--- config.mk ---
export PLATFORM = sky130hd
export DESIGN_NAME = pacache_top
export DESIGN_NICKNAME = d
export VERILOG_FILES = /design/src/rtl/pacache_pkg.sv /design/src/rtl/pacache_lines.sv /design/src/rtl/pacache_victim.sv /design/src/rtl/pacache_top.sv
export SDC_FILE = /design/constraint.sdc
export NUM_CORES = 2
export LEC_CHECK = 0
export BUFFER_PORTS_ARGS = -buffer_cell sky130_fd_sc_hd__buf_4
export CORE_MARGIN = 8
export CORE_UTILIZATION = 50
export DETAILED_ROUTE_END_ITERATION = 8
export PLACE_DENSITY = 0.68
export SLEW_MARGIN = 20
export SYNTH_ARGS = -nofsm -noshare
export SYNTH_HDL_FRONTEND = slang
export SYNTH_SLANG_ARGS = --single-unit
--- constraint.sdc ---
create_clock -name clk -period 7 [get_ports clk]
set_input_delay 1.4 -clock clk [delete_from_list [all_inputs] [get_ports clk]]
set_output_delay 1.4 -clock clk [all_outputs]
set_load 0.02 [all_outputs]
--- src/rtl/pacache_pkg.sv ---
package pacache_pkg;
   typedef enum logic [1:0] {
      SEQ_IDLE,
      SEQ_PROBE,
      SEQ_REFILL,
      SEQ_RESPOND
   } seq_state_e;
endpackage

--- src/rtl/pacache_lines.sv ---
module pacache_lines #(
   parameter int LINES  = 64,
   parameter int WAYS   = 4,
   parameter int SETS   = 16,
   parameter int SET_W  = 4,
   parameter int IDX_W  = 6,
   parameter int TAG_W  = 8,
   parameter int DATA_W = 32
) (
   input  logic              clk,
   input  logic              rst_n,
   input  logic [IDX_W-1:0]  rd_idx_i,
   output logic              rd_valid_o,
   output logic [TAG_W-1:0]  rd_tag_o,
   output logic [DATA_W-1:0] rd_data_o,
   input  logic [SET_W-1:0]  set_i,
   output logic [WAYS-1:0]   set_valid_o,
   input  logic              wr_en_i,
   input  logic [IDX_W-1:0]  wr_idx_i,
   input  logic [TAG_W-1:0]  wr_tag_i,
   input  logic [DATA_W-1:0] wr_data_i
);
   logic [LINES-1:0]  valid_q;
   logic [TAG_W-1:0]  tag_mem  [LINES];
   logic [DATA_W-1:0] data_mem [LINES];

   always_ff @(posedge clk or negedge rst_n) begin
      if (!rst_n) begin
         valid_q <= '0;
      end else if (wr_en_i) begin
         valid_q[wr_idx_i] <= 1'b1;
      end
   end

   always_ff @(posedge clk) begin
      if (wr_en_i) begin
         tag_mem[wr_idx_i]  <= wr_tag_i;
         data_mem[wr_idx_i] <= wr_data_i;
      end
   end

   assign rd_valid_o = valid_q[rd_idx_i];
   assign rd_tag_o   = tag_mem[rd_idx_i];
   assign rd_data_o  = data_mem[rd_idx_i];

   // valid bits of every way slot belonging to one set, for the victim choice
   for (genvar w = 0; w < WAYS; w++) begin : g_setv
      assign set_valid_o[w] = valid_q[IDX_W'(w * SETS) + IDX_W'(set_i)];
   end
endmodule

--- src/rtl/pacache_victim.sv ---
module pacache_victim #(
   parameter int SETS  = 16,
   parameter int WAYS  = 4,
   parameter int SET_W = 4,
   parameter int WAY_W = 2
) (
   input  logic             clk,
   input  logic             rst_n,
   input  logic [SET_W-1:0] set_i,
   input  logic [WAYS-1:0]  way_valid_i,
   input  logic             fill_i,
   output logic [WAY_W-1:0] victim_o
);
   if (WAYS == 1) begin : g_direct
      assign victim_o = '0;
   end else begin : g_rotate
      logic [WAY_W-1:0] rr_q [SETS];
      logic             any_free;
      logic [WAY_W-1:0] free_way;

      // lowest-numbered empty way wins
      always_comb begin
         any_free = 1'b0;
         free_way = '0;
         for (int w = WAYS - 1; w >= 0; w--) begin
            if (!way_valid_i[w]) begin
               any_free = 1'b1;
               free_way = WAY_W'(w);
            end
         end
      end

      assign victim_o = any_free ? free_way : rr_q[set_i];

      always_ff @(posedge clk or negedge rst_n) begin
         if (!rst_n) begin
            for (int s = 0; s < SETS; s++) rr_q[s] <= '0;
         end else if (fill_i && !any_free) begin
            rr_q[set_i] <= rr_q[set_i] + WAY_W'(1);
         end
      end
   end
endmodule

--- src/rtl/pacache_top.sv ---
module pacache_top
   import pacache_pkg::*;
#(
   parameter int LINES  = 64,
   parameter int WAYS   = 4,
   parameter int ADDR_W = 12,
   parameter int DATA_W = 32,
   parameter int PRB_W  = $clog2(WAYS + 1)
) (
   input  logic              clk,
   input  logic              rst_n,
   input  logic              req_valid,
   input  logic [ADDR_W-1:0] req_addr,
   output logic              req_ready,
   output logic              rsp_valid,
   output logic              rsp_hit,
   output logic [DATA_W-1:0] rsp_data,
   output logic [PRB_W-1:0]  rsp_probes,
   output logic              mem_req,
   output logic [ADDR_W-1:0] mem_addr,
   input  logic              mem_valid,
   input  logic [DATA_W-1:0] mem_data
);
   localparam int SETS  = LINES / WAYS;
   localparam int SET_W = $clog2(SETS);
   localparam int WAY_W = (WAYS > 1) ? $clog2(WAYS) : 1;
   localparam int IDX_W = $clog2(LINES);
   localparam int TAG_W = ADDR_W - SET_W;

   if (WAYS < 1 || (WAYS & (WAYS - 1)) != 0) begin : g_bad_ways
      $error("WAYS must be a power of two");
   end
   if ((LINES % WAYS) != 0 || SETS < 2 || (SETS & (SETS - 1)) != 0) begin : g_bad_lines
      $error("LINES/WAYS must be a power of two of at least 2");
   end
   if (ADDR_W <= SET_W) begin : g_bad_addr
      $error("ADDR_W must exceed the set index width");
   end
   if (PRB_W < $clog2(WAYS + 1)) begin : g_bad_prb
      $error("PRB_W too narrow for the probe count");
   end

   seq_state_e        state_q;
   logic [ADDR_W-1:0] addr_q;
   logic [WAY_W-1:0]  way_q;
   logic [DATA_W-1:0] data_q;
   logic              hit_q;
   logic [PRB_W-1:0]  prb_q;

   logic [SET_W-1:0]  set_w;
   logic [TAG_W-1:0]  tag_w;
   logic [IDX_W-1:0]  probe_idx;
   logic [IDX_W-1:0]  fill_idx;
   logic              rd_valid;
   logic [TAG_W-1:0]  rd_tag;
   logic [DATA_W-1:0] rd_data;
   logic [WAYS-1:0]   set_valid;
   logic [WAY_W-1:0]  victim;
   logic              probe_hit;
   logic              last_way;
   logic              fill_en;

   assign set_w     = addr_q[SET_W-1:0];
   assign tag_w     = addr_q[ADDR_W-1:SET_W];
   assign probe_idx = IDX_W'({way_q, set_w});
   assign fill_idx  = IDX_W'({victim, set_w});
   assign probe_hit = rd_valid && (rd_tag == tag_w);
   assign last_way  = (way_q == WAY_W'(WAYS - 1));
   assign fill_en   = (state_q == SEQ_REFILL) && mem_valid;

   pacache_lines #(
      .LINES (LINES),
      .WAYS  (WAYS),
      .SETS  (SETS),
      .SET_W (SET_W),
      .IDX_W (IDX_W),
      .TAG_W (TAG_W),
      .DATA_W(DATA_W)
   ) u_lines (
      .clk        (clk),
      .rst_n      (rst_n),
      .rd_idx_i   (probe_idx),
      .rd_valid_o (rd_valid),
      .rd_tag_o   (rd_tag),
      .rd_data_o  (rd_data),
      .set_i      (set_w),
      .set_valid_o(set_valid),
      .wr_en_i    (fill_en),
      .wr_idx_i   (fill_idx),
      .wr_tag_i   (tag_w),
      .wr_data_i  (mem_data)
   );

   pacache_victim #(
      .SETS (SETS),
      .WAYS (WAYS),
      .SET_W(SET_W),
      .WAY_W(WAY_W)
   ) u_victim (
      .clk        (clk),
      .rst_n      (rst_n),
      .set_i      (set_w),
      .way_valid_i(set_valid),
      .fill_i     (fill_en),
      .victim_o   (victim)
   );

   always_ff @(posedge clk or negedge rst_n) begin
      if (!rst_n) begin
         state_q <= SEQ_IDLE;
         addr_q  <= '0;
         way_q   <= '0;
         data_q  <= '0;
         hit_q   <= 1'b0;
         prb_q   <= '0;
      end else begin
         unique case (state_q)
            SEQ_IDLE: begin
               if (req_valid) begin
                  addr_q  <= req_addr;
                  way_q   <= '0;
                  state_q <= SEQ_PROBE;
               end
            end
            SEQ_PROBE: begin
               if (probe_hit) begin
                  data_q  <= rd_data;
                  hit_q   <= 1'b1;
                  prb_q   <= PRB_W'(way_q) + PRB_W'(1);
                  state_q <= SEQ_RESPOND;
               end else if (last_way) begin
                  state_q <= SEQ_REFILL;
               end else begin
                  way_q <= way_q + WAY_W'(1);
               end
            end
            SEQ_REFILL: begin
               if (mem_valid) begin
                  data_q  <= mem_data;
                  hit_q   <= 1'b0;
                  prb_q   <= PRB_W'(WAYS);
                  state_q <= SEQ_RESPOND;
               end
            end
            SEQ_RESPOND: begin
               state_q <= SEQ_IDLE;
            end
            default: state_q <= SEQ_IDLE;
         endcase
      end
   end

   assign req_ready  = (state_q == SEQ_IDLE);
   assign rsp_valid  = (state_q == SEQ_RESPOND);
   assign rsp_hit    = hit_q;
   assign rsp_data   = data_q;
   assign rsp_probes = prb_q;
   assign mem_req    = (state_q == SEQ_REFILL);
   assign mem_addr   = addr_q;
endmodule

# Word level (Yosys, flattened, before mapping)
# Memories as Yosys holds them, arrays and structs flattened.
# Index checks and enable logic that the tools add are counted.
# Widths: inputs -> output; s select.
[word_totals] regBits=148 mem_bits_rw=2560 inputBits=48 out_inout_bits=51 elab_cells=113 memories=2
[memory_table] memory="u_lines.data_mem" depth=64 word_bits=32 read_ports=1 rd_ports_with_merged_regs=0 wr=1 line="pacache_lines.sv:25" rtl="logic [DATA_W-1:0] data_mem [LINES];"
[memory_table] memory="u_lines.tag_mem" depth=64 word_bits=8 read_ports=1 rd_ports_with_merged_regs=0 wr=1 line="pacache_lines.sv:24" rtl="logic [TAG_W-1:0] tag_mem [LINES];"
[op_classes] addsub=6 magnitude_cmp=9 eq_ne=11 muxes=47 bitwise_logic=2 reduce_logical=13
[ops] operator="$mux 32" n=2
[ops] operator="$or 64x64->64" n=1
[ops] operator="$pmux 32 s2" n=1
[ops] operator="$lt 6x7->1 const B" n=5
[ops] operator="$bwmux 32" n=1
[ops] operator="$mux 2" n=15
[ops] operator="$bmux 1 s6" n=4
[ops] operator="$mux 1" n=14
[ops] operator="$bmux 2 s4" n=1
[ops] operator="$demux 2 s4" n=1
[ops] operator="$eq 8x8->1" n=1
[ops] operator="$ne 2x2->1 const B" n=4
[ops] operator="$pmux 2 s4" n=1
[ops] operator="$lt 4x7->1 const B" n=1
[ops] operator="$add 5x4->6 const A" n=1
[ops] operator="$add 5x5->6 const A" n=1
[ops] operator="$add 6x4->6 const A" n=1
[ops] operator="$demux 1 s6" n=1
[ops] operator="$eq 2x2->1 const B" n=3
[ops] operator="$ge 6x1->1 const B" n=1
[ops] operator="$mux 3" n=2
[ops] operator="$pmux 3 s2" n=1
[ops] operator="$reduce_and 3->1" n=2
[ops] operator="$ge 5x5->1 const B" n=1
[ops] operator="16 further kinds" n=22

# Logic depth before layout (Yosys ltp)
[logic_depth] depth_word=13 depth_mapped=16 ltp_nobuf=9

# Modules after synthesis
# Synthesis repeated with hierarchy kept, for this count alone.
[hier_totals] hier_cells=4581 hier_area_um2=103930.9
[modules_own_cells] module="pacache_lines" instances=1 cells_per_inst=4262 area_per_inst_um2=99765.7 seq_area_each_um2=78475.3
[modules_own_cells] module="pacache_top" instances=1 cells_per_inst=205 area_per_inst_um2=2509.9 seq_area_each_um2=1301.2
[modules_own_cells] module="pacache_victim" instances=1 cells_per_inst=114 area_per_inst_um2=1655.3 seq_area_each_um2=800.8

# Worst setup path after synthesis
# Ideal clock, no wire load.
[synth_timing] kind="register -> register" from="register addr_q[1], in the netlist mem_addr[1]" to="memory u_lines.data_mem[2][0] (enable)" setup_time_ns=0.438 t_arrival_ns=4.411 slack_ns=2.151 path_stages_with_launch=12 n_path_buf=6 period_less_slack_ns=4.849 cell_sequence="dfrtp_1 -> buf_4 -> buf_6 -> buf_4 -> buf_6 -> mux4_2 -> mux4_2 -> o21a_1 -> or2_2 -> clkbuf_1 -> clkbuf_1 -> nor2_1"
[synth_between] elab_chain_cells=8
[synth_rtl] item="start: declaration" line="pacache_top.sv:44" rtl="logic [ADDR_W-1:0] addr_q;"
[synth_rtl] item="start signal: assignment" line="pacache_top.sv:120" rtl="addr_q <= req_addr;"
[synth_rtl] item="$add 5x5->6" line="pacache_lines.sv:48" rtl="assign set_valid_o[w] = valid_q[IDX_W'(w * SETS) + IDX_W'(set_i)];"
[synth_rtl] item="$bmux 1 s6" line="pacache_lines.sv:48"
[synth_rtl] item="$mux 1 (implied by the code)" line="pacache_lines.sv:48"
[synth_rtl] item="$mux 2 / $mux 1 (equally long branches) (4 in a row)" line="pacache_victim.sv:26" rtl="if (!way_valid_i[w]) begin"
[synth_rtl] item="$mux 2" line="pacache_victim.sv:33" rtl="assign victim_o = any_free ? free_way : rr_q[set_i];"
[synth_rtl] item="end: declaration" line="pacache_lines.sv:25"
# Parallel ways exist; a longest one is shown, timed or not. The select of a mux whose other input is x is not followed.

# Worst setup path in the final report
[layout_timing] from="register addr_q[1], in the netlist mem_addr[1]" to="register data_q[0], in the netlist rsp_data[0]"
[layout_between] elab_chain_cells=5
[layout_rtl] item="$mem_v2 64x8 / $bmux 1 s6 (equally long branches)"
[layout_rtl] item="$eq 8x8->1 / $mux 1 (equally long branches)" line="pacache_top.sv:67, pacache_lines.sv:42"
[layout_rtl] item="$logic_and 1x1->1" line="pacache_top.sv:67" rtl="assign probe_hit = rd_valid && (rd_tag == tag_w);"
[layout_rtl] item="$ne 2x2->1 (no line)"
[layout_rtl] item="$reduce_and 3->1 (no line)"
[layout_rtl] item="end signal: assignment" line="pacache_top.sv:127" rtl="data_q <= rd_data;"
[layout_rtl] item="end signal: assignment" line="pacache_top.sv:139" rtl="data_q <= mem_data;"
[layout_rtl] item="end: declaration" line="pacache_top.sv:46" rtl="logic [DATA_W-1:0] data_q;"
# Parallel ways exist; a longest one is shown, timed or not. The select of a mux whose other input is x is not followed.
# A chain may end at the register's enable or synchronous reset.

==> results.yml <==
global_route:
  grt_pass1_vias: 51300
  grt_max_degree: 130
  grt_overflow: 0
  grt_pass1_wl_mm: 388
  track_usage: 0.243
  antenna_found_initial: 10
logic_synthesis:
  ys_seq_area_frac: 0.769
  synth_top_area_frac: 0.734
  ys_top_cells_by_area: "edfxtp_1 73%, mux4_2 17%, dfrtp_1 3.5%"
  netlist_area_um2: 105000
  ys_ff_latch: 2708
  ys_types: 73
  yosys.cell_count.top_type: "edfxtp_1"
  syn_inst: 4447
  postSynthAreaPerCell_um2: 23.6
  ys_top_cells_by_count: "2560 x edfxtp_1, 799 x mux4_2, 148 x dfrtp_1"
  synthArstFlopShare: 0.0547
  ys.flop_type: "edfxtp_1"
  synth_top_cell_by_area: "edfxtp_1"
  synth_edf_count: 2560
  ys_warn_count: 0
  synth_fp_nets: 4501
flow_run:
  drv_cap: 0
worst_setup_path:
  endpoint: "rsp_data[0]$_DFFE_PN0P_"
  crit_fanout: 43
  crit_type: "reg2reg"
  r2r-end: "rsp_data[0]$_DFFE_PN0P_"
  required_ns: 7.79
  r2r_start: "mem_addr[1]$_DFFE_PN0P_"
  rrSetupSlack_ns: 1.43
  cp.arrival_ns: 6.36
  path_cells: "buf_4 -> mux2_2 -> a221oi_1 -> o211ai_1 -> a211oi_1 -> nor4bb_1 -> nor4_2 -> nand3_2 -> nand2_2 -> o221a_1"
  start_kind: "flip-flop"
  reg2reg_depth: 10
  cp-end-kind: "flip-flop"
  startpoint: "mem_addr[1]$_DFFE_PN0P_"
  cp_slowest_cell: "nand2_2"
  cp.buffers_inverters: 1
  critical_path.top_delay_family: "simple AND/OR/NAND/NOR gates"
  worstSetupPathDepth: 10
  cp_slowest_stage_delay_ns: 1.03
sta:
  setup_tns_ns: 0
  finalCriticalPeriod_ns: 5.57
  fin_skew_ns: 0.0720
  finalHoldViolations: 0
  worstMarginPinSlew_ns: 1.19
  grt_setup_unrepaired: "no"
  slew_headroom: 0.204
  fin_crit_sh: 0.796
  slew_viol_final: 0
  fmax_mhz: 179
  setup_violations: 0
clock_network:
  cts_buffers: 285
  clockBufferDepth: 4
  clock_tree.root_cell: "clkbuf_16"
  cts_tree: "built"
  clock_latency_ns: 0.92
  cts_resized: 0
  post-cts-setup-buffers: 0
  path_clk_slew_ns: 0.06
  cts_sinks: 2708
  htreeDepth: 5
  ctsHoldBuffers: 0
floorplan:
  core_area_um2: 209000
  dieHeight_um: 474
  die_w_um: 474
  initial_core_util: 0.502
  die_area_um2: 224000
  pin_count: 99
  rows: 168
placement:
  gp_congestion: 0.820
  port_buffers: 98
  dp.cells: 7263
  dp_hpwl_mm: 149
routing:
  drc: 0
  wl_mm: 275
  vias_per_cell: 6.59
  wl_per_cell_um: 35.4
  first_pass_iters: 5
  dr_total_vias: 51100
  first_iter_violations: 7286
  ant_nets: 0
power_and_ir_drop:
  p_leak_nw: 37.5
  intPower_w: 0.0329
  seq_power_share: 0.416
  peakVddDrop_uv: 638
  switching_share: 0.291
  power.density_nw_per_um2: 391
  clkPwrFrac: 0.308
  netSwitchingPower_w: 0.0135
  combPwrFrac: 0.275
run_status:
  status: "completed"
cells_and_area:
  final_nets: 4799
  layout.cells.non_filler: 7754
  syn_to_final_growth_pct: 13.1
  drive_above_1_share: 0.332
min_path:
  hp-class: "reg2reg"
  hold_depth: 1
-- per-stage QoR --
| stage | hold slack, ns | total power (W) | instance area, um^2 | worst slack, ns | util |
|---|---|---|---|---|---|
| after floorplan | 0.424 | 0.0284 | 105000 | 2.15 | - |
| after global placement | 0.439 | 0.0323 | 110000 | 1.62 | 0.526 |
| after detailed placement | 0.445 | 0.0325 | 110000 | 1.51 | 0.526 |
| after CTS | 0.460 | 0.0467 | 119000 | 1.46 | 0.567 |
| after global routing | 0.469 | 0.0478 | 119000 | 1.18 | 0.567 |
| final | 0.458 | 0.0464 | 119000 | 1.43 | 0.567 |
-- how the worst min path moves through the flow --
stage / start / end
floorplan: u_lines.valid_q[45]$_DFFE_PN0P_ / u_lines.valid_q[45]$_DFFE_PN0P_
global placement: u_lines.valid_q[45]$_DFFE_PN0P_ / u_lines.valid_q[45]$_DFFE_PN0P_
detailed placement: u_lines.valid_q[44]$_DFFE_PN0P_ / u_lines.valid_q[44]$_DFFE_PN0P_
CTS: u_lines.valid_q[44]$_DFFE_PN0P_ / u_lines.valid_q[44]$_DFFE_PN0P_
global route: u_lines.valid_q[31]$_DFFE_PN0P_ / u_lines.valid_q[31]$_DFFE_PN0P_
finish: u_lines.valid_q[44]$_DFFE_PN0P_ / u_lines.valid_q[44]$_DFFE_PN0P_
-- worst reg2reg max path, stage by stage, from the launching register on --
cell      delay (ns)
dfrtp_4         0.94
buf_4           0.65
mux2_2          0.45
a221oi_1        0.40
o211ai_1        0.21
a211oi_1        0.29
nor4bb_1        0.10
nor4_2          0.49
nand3_2         0.59
nand2_2         1.03
o221a_1         0.35
-- power groups by stage --
stage | clock network [W] | registers [W] | logic (W)
after floorplan | 0 | 0.0195 | 0.00891
after global placement | 0 | 0.0196 | 0.0127
after detailed placement | 0 | 0.0196 | 0.0129
after CTS | 0.0145 | 0.0193 | 0.0129
after global routing | 0.0151 | 0.0193 | 0.0134
final | 0.0143 | 0.0193 | 0.0128
-- cells in the final DEF (no fill, tap or decap), types with 33 or more instances in the layout --
| master | Yosys | final |
|---|---|---|
| a21oi_1 | 40 | 40 |
| buf_4 | 30 | 239 |
| clkbuf_1 | 115 | 69 |
| clkbuf_16 | 0 | 298 |
| clkinv_1 | 0 | 51 |
| clkinv_2 | 0 | 33 |
| dfrtp_1 | 148 | 135 |
| edfxtp_1 | 2560 | 2560 |
| mux2_2 | 66 | 66 |
| mux2i_1 | 50 | 50 |
| mux4_2 | 799 | 799 |
| nand2_1 | 54 | 52 |
| nor2_1 | 125 | 61 |
| nor2_4 | 0 | 64 |
| o22ai_1 | 37 | 37 |
| or2_2 | 51 | 52 |
-- layout make-up --
type                       instances  area [um^2]
antenna                            5         12.5
clock buffer                     375         7830
clock inverter                   111          863
fill                           15000        90400
inverter                          10         47.5
multi-input combinational       1474        23300
sequential                      2708        80600
tap                             2805         3510
timing repair buffer             266         2330
-- state kept, by name (all words and copies together) (netlist names), 3 cells and up --
register and flops:
u_victim.g_rotate.rr_q 32, rsp_probes 3, mem_addr 12, u_lines.data_mem 2048, rsp_data 32, u_lines.tag_mem 512, u_lines.valid_q 64
-- metal layers --
layer | routed length (um) | GRT usage
met4 | 9790 | 0.0812
met5 | 12 | 0
met3 | 26600 | 0.0456
met2 | 130000 | 0.376
met1 | 109000 | 0.353
-- kinds of logic (layout without fill, tap and decap cells) --
| logic type | count (synthesis) | count (layout) | synth area share |
|---|---|---|---|
| DFF | 2708 | 2708 | 0.769 |
| muxes | 924 | 924 | 0.185 |
| and+or+nand+nor | 302 | 302 | 0.0140 |
| buffers and inverters | 265 | 762 | 0.0132 |
| AOI/OAI and AO/OA | 239 | 239 | 0.0179 |
| adders and majority gates | 6 | 6 | 0.000716 |
| xor gates and xnor gates | 3 | 3 | 0.000251 |
| other | 0 | 5 | 0 |
No activity file was read; power rests on OpenSTA's default activity.
